`config.mk`:
```
export PLATFORM = sky130hd
export DESIGN_NAME = pc_call_unit
export DESIGN_NICKNAME = d
export VERILOG_FILES = /design/src/rtl/pcu_pkg.sv /design/src/rtl/pcu_rst_sync.sv /design/src/rtl/pcu_target_mux.sv /design/src/rtl/pcu_ret_stack.sv /design/src/rtl/pcu_seq.sv /design/src/rtl/pc_call_unit.sv
export SDC_FILE = /design/constraint.sdc
export NUM_CORES = 1
export LEC_CHECK = 0
export BUFFER_PORTS_ARGS = -buffer_cell sky130_fd_sc_hd__buf_2
export CORE_MARGIN = 3
export CORE_UTILIZATION = 35
export DETAILED_ROUTE_END_ITERATION = 10
export RECOVER_POWER = 25
export SLEW_MARGIN = 20
export SYNTH_ARGS = -nofsm -noshare
export SYNTH_HDL_FRONTEND = slang
export SYNTH_SLANG_ARGS = --single-unit
```
`constraint.sdc`:
```
create_clock -name clk -period 5.74 [get_ports clk]
set_input_delay 0.574 -clock clk [delete_from_list [all_inputs] [get_ports clk]]
set_output_delay 0.574 -clock clk [all_outputs]
set_load 0.03 [all_outputs]
```
`src/rtl/pcu_pkg.sv`:
```
package pcu_pkg;

  typedef enum logic [1:0] {
    OP_IDLE     = 2'd0,
    OP_CALL_IMM = 2'd1,
    OP_CALL_W   = 2'd2,
    OP_RESTORE  = 2'd3
  } pcu_op_e;

endpackage

```
`src/rtl/pcu_rst_sync.sv`:
```
module pcu_rst_sync #(
  parameter int STAGES = 2
) (
  input  logic clk,
  input  logic rst_n,
  output logic rst_sync_n
);

  logic [STAGES-1:0] chain_q;

  always_ff @(posedge clk or negedge rst_n) begin
    if (!rst_n) chain_q <= '0;
    else        chain_q <= {chain_q[STAGES-2:0], 1'b1};
  end

  assign rst_sync_n = chain_q[STAGES-1];

endmodule

```
`src/rtl/pcu_target_mux.sv`:
```
module pcu_target_mux #(
  parameter int PC_W   = 15,
  parameter int IMM_W  = 11,
  parameter int WREG_W = 8,
  parameter int PAGE_W = 7
) (
  input  logic [IMM_W-1:0]  imm_k_i,
  input  logic [WREG_W-1:0] w_val_i,
  input  logic [PAGE_W-1:0] page_i,
  output logic [PC_W-1:0]   imm_tgt_o,
  output logic [PC_W-1:0]   w_tgt_o
);

  localparam int IMM_HI_W = PC_W - IMM_W;
  localparam int W_HI_W   = PC_W - WREG_W;

  // Immediate form: the upper page-latch bits fill the top of the counter.
  assign imm_tgt_o = {page_i[PAGE_W-1 -: IMM_HI_W], imm_k_i};

  // Register form: the low page-latch bits sit directly above the low byte.
  assign w_tgt_o = {page_i[W_HI_W-1:0], w_val_i};

endmodule

```
`src/rtl/pcu_ret_stack.sv`:
```
module pcu_ret_stack #(
  parameter int DEPTH = 16,
  parameter int DW    = 15
) (
  input  logic          clk,
  input  logic          rst_n,
  input  logic          push_i,
  input  logic          pop_i,
  input  logic [DW-1:0] push_data_i,
  output logic [DW-1:0] tos_o,
  output logic          full_o,
  output logic          empty_o,
  output logic          ovf_o,
  output logic          unf_o
);

  localparam int IDX_W = $clog2(DEPTH);
  localparam int CNT_W = $clog2(DEPTH + 1);
  localparam logic [CNT_W-1:0] CNT_MAX = CNT_W'(DEPTH);
  localparam logic [CNT_W-1:0] CNT_ONE = CNT_W'(1);

  logic [DW-1:0]    mem_q [DEPTH];
  logic [CNT_W-1:0] cnt_q, cnt_d;
  logic             ovf_q, ovf_d, unf_q, unf_d;
  logic             wr_en, rd_en;
  logic [IDX_W-1:0] wr_idx, rd_idx;

  assign full_o  = (cnt_q == CNT_MAX);
  assign empty_o = (cnt_q == '0);
  assign wr_en   = push_i && !full_o;
  assign rd_en   = pop_i && !empty_o;
  assign wr_idx  = IDX_W'(cnt_q);
  assign rd_idx  = IDX_W'(cnt_q - CNT_ONE);
  assign tos_o   = mem_q[rd_idx];
  assign ovf_o   = ovf_q;
  assign unf_o   = unf_q;

  always_comb begin
    cnt_d = cnt_q;
    if (wr_en)      cnt_d = cnt_q + CNT_ONE;
    else if (rd_en) cnt_d = cnt_q - CNT_ONE;
    ovf_d = ovf_q | (push_i & full_o);
    unf_d = unf_q | (pop_i & empty_o);
  end

  always_ff @(posedge clk or negedge rst_n) begin
    if (!rst_n) begin
      cnt_q <= '0;
      ovf_q <= 1'b0;
      unf_q <= 1'b0;
    end else begin
      cnt_q <= cnt_d;
      ovf_q <= ovf_d;
      unf_q <= unf_d;
    end
  end

  // Storage carries no reset; only the write enable qualifies it.
  always_ff @(posedge clk) begin
    if (wr_en) mem_q[wr_idx] <= push_data_i;
  end

  assert_no_overflow_R9: assert property (@(posedge clk) disable iff (!rst_n)
    cnt_q <= CNT_MAX);

  assert_ovf_keeps_depth_R9: assert property (@(posedge clk) disable iff (!rst_n)
    (push_i && full_o) |=> (cnt_q == $past(cnt_q)) && ovf_o);

  assert_unf_keeps_depth_R10: assert property (@(posedge clk) disable iff (!rst_n)
    (pop_i && empty_o) |=> empty_o && unf_o);

  assert_full_empty_excl_R11: assert property (@(posedge clk) disable iff (!rst_n)
    !(full_o && empty_o));

  assert_ovf_sticky_R9: assert property (@(posedge clk) disable iff (!rst_n)
    ovf_o |=> ovf_o);

  assert_unf_sticky_R10: assert property (@(posedge clk) disable iff (!rst_n)
    unf_o |=> unf_o);

endmodule

```
`src/rtl/pcu_seq.sv`:
```
module pcu_seq
  import pcu_pkg::*;
#(
  parameter int PC_W = 15
) (
  input  logic            clk,
  input  logic            rst_n,
  input  logic            call_imm_i,
  input  logic            call_w_i,
  input  logic            pop_i,
  input  logic [PC_W-1:0] imm_tgt_i,
  input  logic [PC_W-1:0] w_tgt_i,
  input  logic [PC_W-1:0] tos_i,
  input  logic            stk_empty_i,
  output logic [PC_W-1:0] pc_o,
  output logic            stall_o,
  output logic            push_o,
  output logic            pop_o,
  output logic [PC_W-1:0] ret_addr_o
);

  localparam logic [PC_W-1:0] PC_ONE = PC_W'(1);

  pcu_op_e         op;
  logic [PC_W-1:0] pc_q, pc_d, pc_inc;
  logic            stall_q, stall_d;
  logic            pc_en;

  // Fixed priority; nothing is accepted in the discard cycle.
  always_comb begin
    op = OP_IDLE;
    if (!stall_q) begin
      if (call_imm_i)    op = OP_CALL_IMM;
      else if (call_w_i) op = OP_CALL_W;
      else if (pop_i)    op = OP_RESTORE;
    end
  end

  assign pc_inc = pc_q + PC_ONE;

  always_comb begin
    pc_d    = pc_inc;
    stall_d = 1'b0;
    push_o  = 1'b0;
    pop_o   = 1'b0;
    pc_en   = !stall_q;
    unique case (op)
      OP_CALL_IMM: begin
        pc_d    = imm_tgt_i;
        stall_d = 1'b1;
        push_o  = 1'b1;
      end
      OP_CALL_W: begin
        pc_d    = w_tgt_i;
        stall_d = 1'b1;
        push_o  = 1'b1;
      end
      OP_RESTORE: begin
        pop_o = 1'b1;
        pc_d  = stk_empty_i ? pc_inc : tos_i;
      end
      default: pc_d = pc_inc;
    endcase
  end

  assign ret_addr_o = pc_inc;

  always_ff @(posedge clk or negedge rst_n) begin
    if (!rst_n) begin
      pc_q    <= '0;
      stall_q <= 1'b0;
    end else begin
      if (pc_en) pc_q <= pc_d;
      stall_q <= stall_d;
    end
  end

  assign pc_o    = pc_q;
  assign stall_o = stall_q;

  assert_stall_single_R6: assert property (@(posedge clk) disable iff (!rst_n)
    stall_o |=> !stall_o);

  assert_stall_holds_pc_R6: assert property (@(posedge clk) disable iff (!rst_n)
    stall_o |=> pc_o == $past(pc_o));

  assert_call_stalls_R6: assert property (@(posedge clk) disable iff (!rst_n)
    (!stall_o && (call_imm_i || call_w_i)) |=> stall_o);

  assert_idle_step_R2: assert property (@(posedge clk) disable iff (!rst_n)
    (!stall_o && !call_imm_i && !call_w_i && !pop_i) |=> pc_o == $past(pc_o) + PC_ONE);

  assert_empty_pop_steps_R10: assert property (@(posedge clk) disable iff (!rst_n)
    (!stall_o && !call_imm_i && !call_w_i && pop_i && stk_empty_i)
      |=> pc_o == $past(pc_o) + PC_ONE);

  assert_pop_no_stall_R8: assert property (@(posedge clk) disable iff (!rst_n)
    (!stall_o && !call_imm_i && !call_w_i && pop_i) |=> !stall_o);

  assert_push_pop_excl_R7: assert property (@(posedge clk) disable iff (!rst_n)
    !(push_o && pop_o));

endmodule

```
`src/rtl/pc_call_unit.sv`:
```
module pc_call_unit #(
  parameter int PC_W   = 15,
  parameter int IMM_W  = 11,
  parameter int WREG_W = 8,
  parameter int PAGE_W = 7,
  parameter int DEPTH  = 16
) (
  input  logic              clk,
  input  logic              rst_n,
  input  logic              call_imm_i,
  input  logic              call_w_i,
  input  logic              pop_i,
  input  logic [IMM_W-1:0]  imm_k_i,
  input  logic [WREG_W-1:0] w_val_i,
  input  logic [PAGE_W-1:0] page_i,
  output logic [PC_W-1:0]   pc_o,
  output logic              stall_o,
  output logic              stk_full_o,
  output logic              stk_empty_o,
  output logic              stk_ovf_o,
  output logic              stk_unf_o
);

  localparam int IMM_HI_W = PC_W - IMM_W;

  logic            rst_int_n;
  logic [PC_W-1:0] imm_tgt, w_tgt, tos, ret_addr;
  logic            push, pop;

  pcu_rst_sync #(.STAGES(2)) u_rst (
    .clk        (clk),
    .rst_n      (rst_n),
    .rst_sync_n (rst_int_n)
  );

  pcu_target_mux #(
    .PC_W(PC_W), .IMM_W(IMM_W), .WREG_W(WREG_W), .PAGE_W(PAGE_W)
  ) u_tgt (
    .imm_k_i   (imm_k_i),
    .w_val_i   (w_val_i),
    .page_i    (page_i),
    .imm_tgt_o (imm_tgt),
    .w_tgt_o   (w_tgt)
  );

  pcu_seq #(.PC_W(PC_W)) u_seq (
    .clk         (clk),
    .rst_n       (rst_int_n),
    .call_imm_i  (call_imm_i),
    .call_w_i    (call_w_i),
    .pop_i       (pop_i),
    .imm_tgt_i   (imm_tgt),
    .w_tgt_i     (w_tgt),
    .tos_i       (tos),
    .stk_empty_i (stk_empty_o),
    .pc_o        (pc_o),
    .stall_o     (stall_o),
    .push_o      (push),
    .pop_o       (pop),
    .ret_addr_o  (ret_addr)
  );

  pcu_ret_stack #(.DEPTH(DEPTH), .DW(PC_W)) u_stk (
    .clk         (clk),
    .rst_n       (rst_int_n),
    .push_i      (push),
    .pop_i       (pop),
    .push_data_i (ret_addr),
    .tos_o       (tos),
    .full_o      (stk_full_o),
    .empty_o     (stk_empty_o),
    .ovf_o       (stk_ovf_o),
    .unf_o       (stk_unf_o)
  );

  // Target checks at the ports, across the mux and the sequencer.
  assert_imm_target_R3: assert property (@(posedge clk) disable iff (!rst_int_n)
    (!stall_o && call_imm_i)
      |=> pc_o == {$past(page_i[PAGE_W-1 -: IMM_HI_W]), $past(imm_k_i)});

  assert_w_target_R4: assert property (@(posedge clk) disable iff (!rst_int_n)
    (!stall_o && !call_imm_i && call_w_i)
      |=> pc_o[WREG_W-1:0] == $past(w_val_i));

  assert_reset_state_R1: assert property (@(posedge clk)
    !rst_int_n |-> (pc_o == '0) && !stall_o && stk_empty_o && !stk_ovf_o && !stk_unf_o);

endmodule

```
# ---- After elaboration in Yosys (flattened, before gate mapping)
# Memory sizes are Yosys's and may differ from the RTL's.
# Index checks and enable logic that the tools add are counted.
dict set report word_totals {
  register_bits 25
  ram_bits 240
  output_inout_bits 20
  wordCells 37
  n_memories 1
}
# memory words word_bits rd rd_clocked_by_memory_dff write_ports line
set memory_table {}
lappend memory_table {u_stk.mem_q 16 15 1 0 1 pcu_ret_stack.sv:22} ;# logic [DW-1:0] mem_q [DEPTH];
dict set report op_classes {
  add_sub_neg 3
  n_eq_ne 4
  n_mux 12
  n_bitwise 4
  reduce_logical 7
}
# cell count
set op_table {}
lappend op_table {{15-bit case mux with 3 select lines} 1}
lappend op_table {{15-bit by 1-bit adder with 15-bit output, second input constant} 1}
lappend op_table {{15-bit 2-to-1 mux} 1}
lappend op_table {{5-bit 2-to-1 mux} 2}
lappend op_table {{2-bit 2-to-1 mux} 4}
lappend op_table {{5-bit by 1-bit adder with 5-bit output, second input constant} 1}
lappend op_table {{5-bit == test, second input constant} 1}
lappend op_table {{5-bit zero test} 1}
lappend op_table {{5-bit by 1-bit subtractor with 5-bit output, second input constant} 1}
lappend op_table {{2-bit == test, second input constant} 2}
lappend op_table {{1-bit 2-to-1 mux} 4}
lappend op_table {{1-bit AND} 2}
lappend op_table {{2-bit by 1-bit == test with 1-bit output, second input constant} 1}
lappend op_table {{1-bit logical AND} 2}
lappend op_table {{1-bit zero test} 2}
lappend op_table {{1-bit bitwise OR} 2}
lappend op_table {{2-bit nonzero test} 1}
lappend op_table {{2-bit OR reduction} 1}

# ---- Depth between registers and ports, before layout
dict set report depth {
  depth_word 10
  ltp_mapped 11
  depth_no_buf 7
}

# ---- Cells and area by module
# Synthesis repeated with hierarchy kept, for this count alone.
dict set report hier_totals {
  hier_cells 652
  hier_area_um2 11413.4
}
# mod instances cells_per_inst area_each_um2 seq_area_each_um2
set modules_own_cells {}
lappend modules_own_cells {pcu_ret_stack 1 449 9723.1 7382.1}
lappend modules_own_cells {pcu_seq 1 170 1411.4 400.4}
lappend modules_own_cells {pcu_target_mux 1 30 225.2 0.0}
lappend modules_own_cells {pcu_rst_sync 1 3 53.8 50.0}

# ---- Worst setup path after synthesis
# No wires, ideal clock.
dict set report synth_timing {
  path_type {reg-to-reg}
  startpoint {register u_stk.cnt_q[0]}
  endpoint {memory u_stk.mem_q[0][0] (enable)}
  setup_ns 0.386
  arrival_ns 2.377
  t_required_ns 5.354
  setup_slack_ns 2.977
  stages_incl_launch_ff 8
  path_buffers 3
  synth_period_minus_slack_ns 2.763
  path_cell_list {dfrtp_1 -> buf_2 -> buf_2 -> inv_1 -> ha_1 -> or4b_1 -> buf_2 -> nor2_1}
}
dict set report synth_between {
  elab_chain_cells 5
}
# element line
set synth_rtl {}
lappend synth_rtl {{start, declared} pcu_ret_stack.sv:23} ;# logic [CNT_W-1:0] cnt_q, cnt_d;
lappend synth_rtl {{start signal, assigned} pcu_ret_stack.sv:52} ;# cnt_q <= cnt_d;
lappend synth_rtl {{5-bit == test} pcu_ret_stack.sv:28} ;# assign full_o = (cnt_q == CNT_MAX);
lappend synth_rtl {{1-bit zero test} pcu_ret_stack.sv:30} ;# assign wr_en = push_i && !full_o;
lappend synth_rtl {{1-bit logical AND} pcu_ret_stack.sv:30}
lappend synth_rtl {{1-bit 2-to-1 mux} pcu_ret_stack.sv:60} ;# if (wr_en) mem_q[wr_idx] <= push_data_i;
lappend synth_rtl {{1-bit 2-to-1 mux (not written as such)} pcu_ret_stack.sv:60}
lappend synth_rtl {{end, declared} pcu_ret_stack.sv:22}
# Several ways; a longest one is shown, not always the timed one.

# ---- Worst setup path after layout
dict set report layout_timing {
  startpoint {register u_stk.cnt_q[0]}
  endpoint {register u_seq.pc_q[14] (netlist: u_seq.pc_o[14])}
}
dict set report layout_between {
  elab_chain_cells 4
  elab_cells_between_ends 5
  classes_between {add/sub: 1; mux: 2; reduce/logical: 1; memory: 1}
}
# element line
set layout_rtl {}
lappend layout_rtl {{5-bit by 1-bit subtractor with 5-bit output} pcu_ret_stack.sv:33} ;# assign rd_idx = IDX_W'(cnt_q - CNT_ONE);
lappend layout_rtl {{memory read 16 x 15 bit} --}
lappend layout_rtl {{15-bit 2-to-1 mux *} pcu_seq.sv:60} ;# pc_d = stk_empty_i ? pc_inc : tos_i;
lappend layout_rtl {{15-bit case mux with 3 select lines *} pcu_seq.sv:47} ;# unique case (op)
lappend layout_rtl {{end signal, assigned} pcu_seq.sv:73} ;# if (pc_en) pc_q <= pc_d;
lappend layout_rtl {{end, declared} pcu_seq.sv:25} ;# logic [PC_W-1:0] pc_q, pc_d, pc_inc;
# Mark *: on every way between the ends. The rest lies on a longest branch, timed or not.
# A chain may end at the register's enable or synchronous reset.

==> metrics.txt <==
total wire length=27.0 mm; Max-Cap Viols=1; Antenna Cells=0; H-tree levels=1; placed cell areas=11,700 um2; EDFF count, synth=240; Synth Instances=590; Main synth FF type=edfxtp_1; first-pass iteration count of the detailed router=5; Critical Path Stages=8; final non-filler cell total=1,070; DRC=0; core area=30,700 um2; clock skew=9.24 ps; met1 GRT Util=0.214; crit path capture=u_seq.pc_o[14]$_DFFE_PN0N_; antenna-violating nets left=0; DR vias/cell=5.49; Yosys cell types=61; Arr. time, crit path=3990 ps; Final setup violation count=0; largest cells by area after synthesis=edfxtp_1 (66%), mux4_2 (12%), dfrtp_1 (5.7%); total chip power=6.61 mW; Worst-Margin Slew=1510 ps; CP Cell Sequence=inv_1, ha_1, xor2_4, buf_4, mux2i_1, a221oi_2, a211oi_1, a311oi_1; Post-CTS Setup Inserts=0; Bufs and invs on worst path=2; Worst Hold Class=primary input to asynchronous set/reset pin; internal power component=4.44 mW; worst reg-to-reg path cell count=8; CTS max path bufs=3; clock network power share=0.256; Crit path required time=6170 ps; WHS=358 ps; Async SR Flop Fraction=0.0943; CP Class=register to register; Worst Setup SP=u_stk.cnt_q[0]$_DFFE_PN0P_; Area Growth Syn to Fin=14.7%; Vias=5,873; vias in the first global route=6,087; # placed instances=1,020; synth warn=0; GRT busiest layer=met2; failing checks=max-capacitance violations, max-slew violations; CTS root buf=clkbuf_16; fin crit share=0.619; status=finished with violations; reg2reg end=u_seq.pc_o[14]$_DFFE_PN0N_; Num CTS Buffers=27; DP Worst Slack=2260 ps; Slew Limit Fails=24; CTS sink count=265; fmax=281 MHz; Seq pwr share=0.401; DP HPWL=16.7 mm; first-pass GRT wire length=40.1 mm; Sw Ratio=0.328; wire per inst=25.2 um; FP Rows=64; filler instances=2,735; Synth top area share=0.655; Power Dens Cells=524 nW/um2; Final Cell Area=12,600 um2; gpl congestion=0.864; register area share after synthesis=0.712; fin util=0.410; Max stage delay cell, worst path=xor2_4; Critical Path Fanout Max=19; #FFs+latches synth=265; Synth Cell Area=11,000 um2; logic gate share of total power=0.342; startpoint types=register; Fin Setup TNS=0 ps; total die area=33,600 um2; initial core utilization=0.358; grt met2 use=0.263; drt first-iter violations=498; post-route minimum period=3550 ps; die height=183 um; met3 Use GR=0.0268; pin count of the biggest net entering global routing=55; largest area contributor in the netlist=edfxtp_1; Syn Area/Cell=18.6 um2; Final nets=691; GRT Residual Overflow=0; RSZ-0062 raised after global routing=false; CP delay by family, top=XOR/XNOR gates; worst-skew pair later-pin latency=530 ps; cts hold-fix bufs=1; Worst R2R Setup Slack=2190 ps; max incr delay on CP=830 ps; r2r startpoint=u_stk.cnt_q[0]$_DFFE_PN0P_; VDD IR max=0.296 mV; IO Port Bufs=50; PostCTS Resize Cnt=0; GRT Util Overall=0.161; leakage=4.21 nW; Final WS setup=2190 ps; CTS tree=yes; initial antenna violation count=0; Hold Fails Final Rpt=0; sw power=2.17 mW; nature of the critical path endpoint=register; Slew HR=-0.00531; CTS clock-pin slew for the worst setup and hold paths=60 ps; ratio of cells with drive above 1 in the final layout=0.260; net count after synthesis=627; # IOs=51; Die X=183 um
## Yosys cell counts (4+ instances only)
| cell | count |
|---|---|
| edfxtp_1 | 240 |
| mux4_2 | 58 |
| mux2i_1 | 28 |
| dfrtp_1 | 25 |
| nor2_1 | 22 |
| a21oi_1 | 17 |
| inv_1 | 16 |
| buf_2 | 13 |
| nand2_1 | 11 |
| clkbuf_1 | 10 |
| xnor2_1 | 10 |
| a2bb2oi_1 | 9 |
| nor3_1 | 9 |
| nand3_1 | 8 |
| a221o_1 | 7 |
| and2_1 | 6 |
| and3_1 | 6 |
| ha_1 | 6 |
| mux2_2 | 6 |
| o21ai_0 | 6 |
| nand4_1 | 5 |
| o211ai_1 | 5 |
| xor2_1 | 5 |
| buf_6 | 4 |
| nor2b_1 | 4 |
## worst min-delay path by stage
stage / startpoint / to / slack, ps
floorplan: rst_n / u_rst.chain_q[0]$_DFF_PN0_ / 280
global placement: u_rst.chain_q[1]$_DFF_PN0_ / u_stk.unf_o$_DFF_PN0_ / 260
detailed placement: u_rst.chain_q[1]$_DFF_PN0_ / u_stk.ovf_o$_DFF_PN0_ / 260
CTS: u_rst.chain_q[1]$_DFF_PN0_ / u_stk.ovf_o$_DFF_PN0_ / 260
global route: rst_n / u_rst.chain_q[1]$_DFF_PN0_ / 360
finish: rst_n / u_rst.chain_q[1]$_DFF_PN0_ / 360
## placed cells by master (no fill, tap or decap), types with 5 or more instances in the layout
master and count:
edfxtp_1 240, mux4_2 58, buf_2 32, mux2i_1 28
clkbuf_16 27, clkbuf_1 26, dfrtp_1 24, nor2_1 18
inv_1 16, a21oi_1 16, buf_4 13, nand2_1 11
a2bb2oi_1 9, nand3_1 8, a221o_1 7, clkinv_1 7
and2_1 6, mux2_2 6, o21ai_0 6, nand4_1 5
xnor2_2 5, xnor2_1 5, and3_1 5, nor3_1 5
o211ai_1 5, ha_1 5, clkinv_2 5
## layout make-up
cell class	count	area (um2)	share of cell area
inverters	16	60.1	0.00476
flip-flops and latches	265	7840	0.621
clock buffers	33	698	0.0553
clock inverters	16	150	0.0119
multi-input cells	278	3040	0.241
repair buffers	66	343	0.0272
well taps	396	495	0.0393
## worst reg2reg max path, stage by stage, from the launching register on
cell and delay, ps:
dfrtp_4 600, inv_1 270, ha_1 350, xor2_4 830
buf_4 470, mux2i_1 160, a221oi_2 370, a211oi_1 150
a311oi_1 240
## state kept, by name (all words and copies together), names as in the netlist
| register | flops |
|---|---|
| u_stk.cnt_q | 5 |
| u_seq.pc_o | 15 |
| u_rst.chain_q | 2 |
| u_stk.mem_q | 240 |
| u_stk.ovf_o | 1 |
| u_seq.stall_o | 1 |
| u_stk.unf_o | 1 |
## logic make-up (layout without fill, tap and decap cells)
kind of cell    after synthesis  in the layout  share of synthesized area
mux                          92             92                      0.150
compound gates               75             75                     0.0518
fa+ha+maj                     6              6                    0.00682
flops                       265            265                      0.712
buf+inv                      47            131                     0.0209
simple gates                 88             88                     0.0433
other cells                   1              1                   0.000341
xor+xnor                     16             16                     0.0144
## routing by layer
layer  vias up  part of all wire
met5         -            0.0013
met4         2             0.049
li1       2540                 -
met2       229              0.48
met1      3022              0.41
met3        80             0.057
## power by group through the flow
stage | Sequential, mW | Clock, mW | Combinational [mW]
3_5_place_dp | 2.69 | 0 | 2.28
6_report | 2.65 | 1.69 | 2.26
3_3_place_gp | 2.68 | 0 | 2.23
2_1_floorplan | 2.66 | 0 | 1.68
4_1_cts | 2.65 | 1.72 | 2.29
5_1_grt | 2.68 | 1.81 | 2.43
Note: power is estimated with default switching activity, not from simulation.
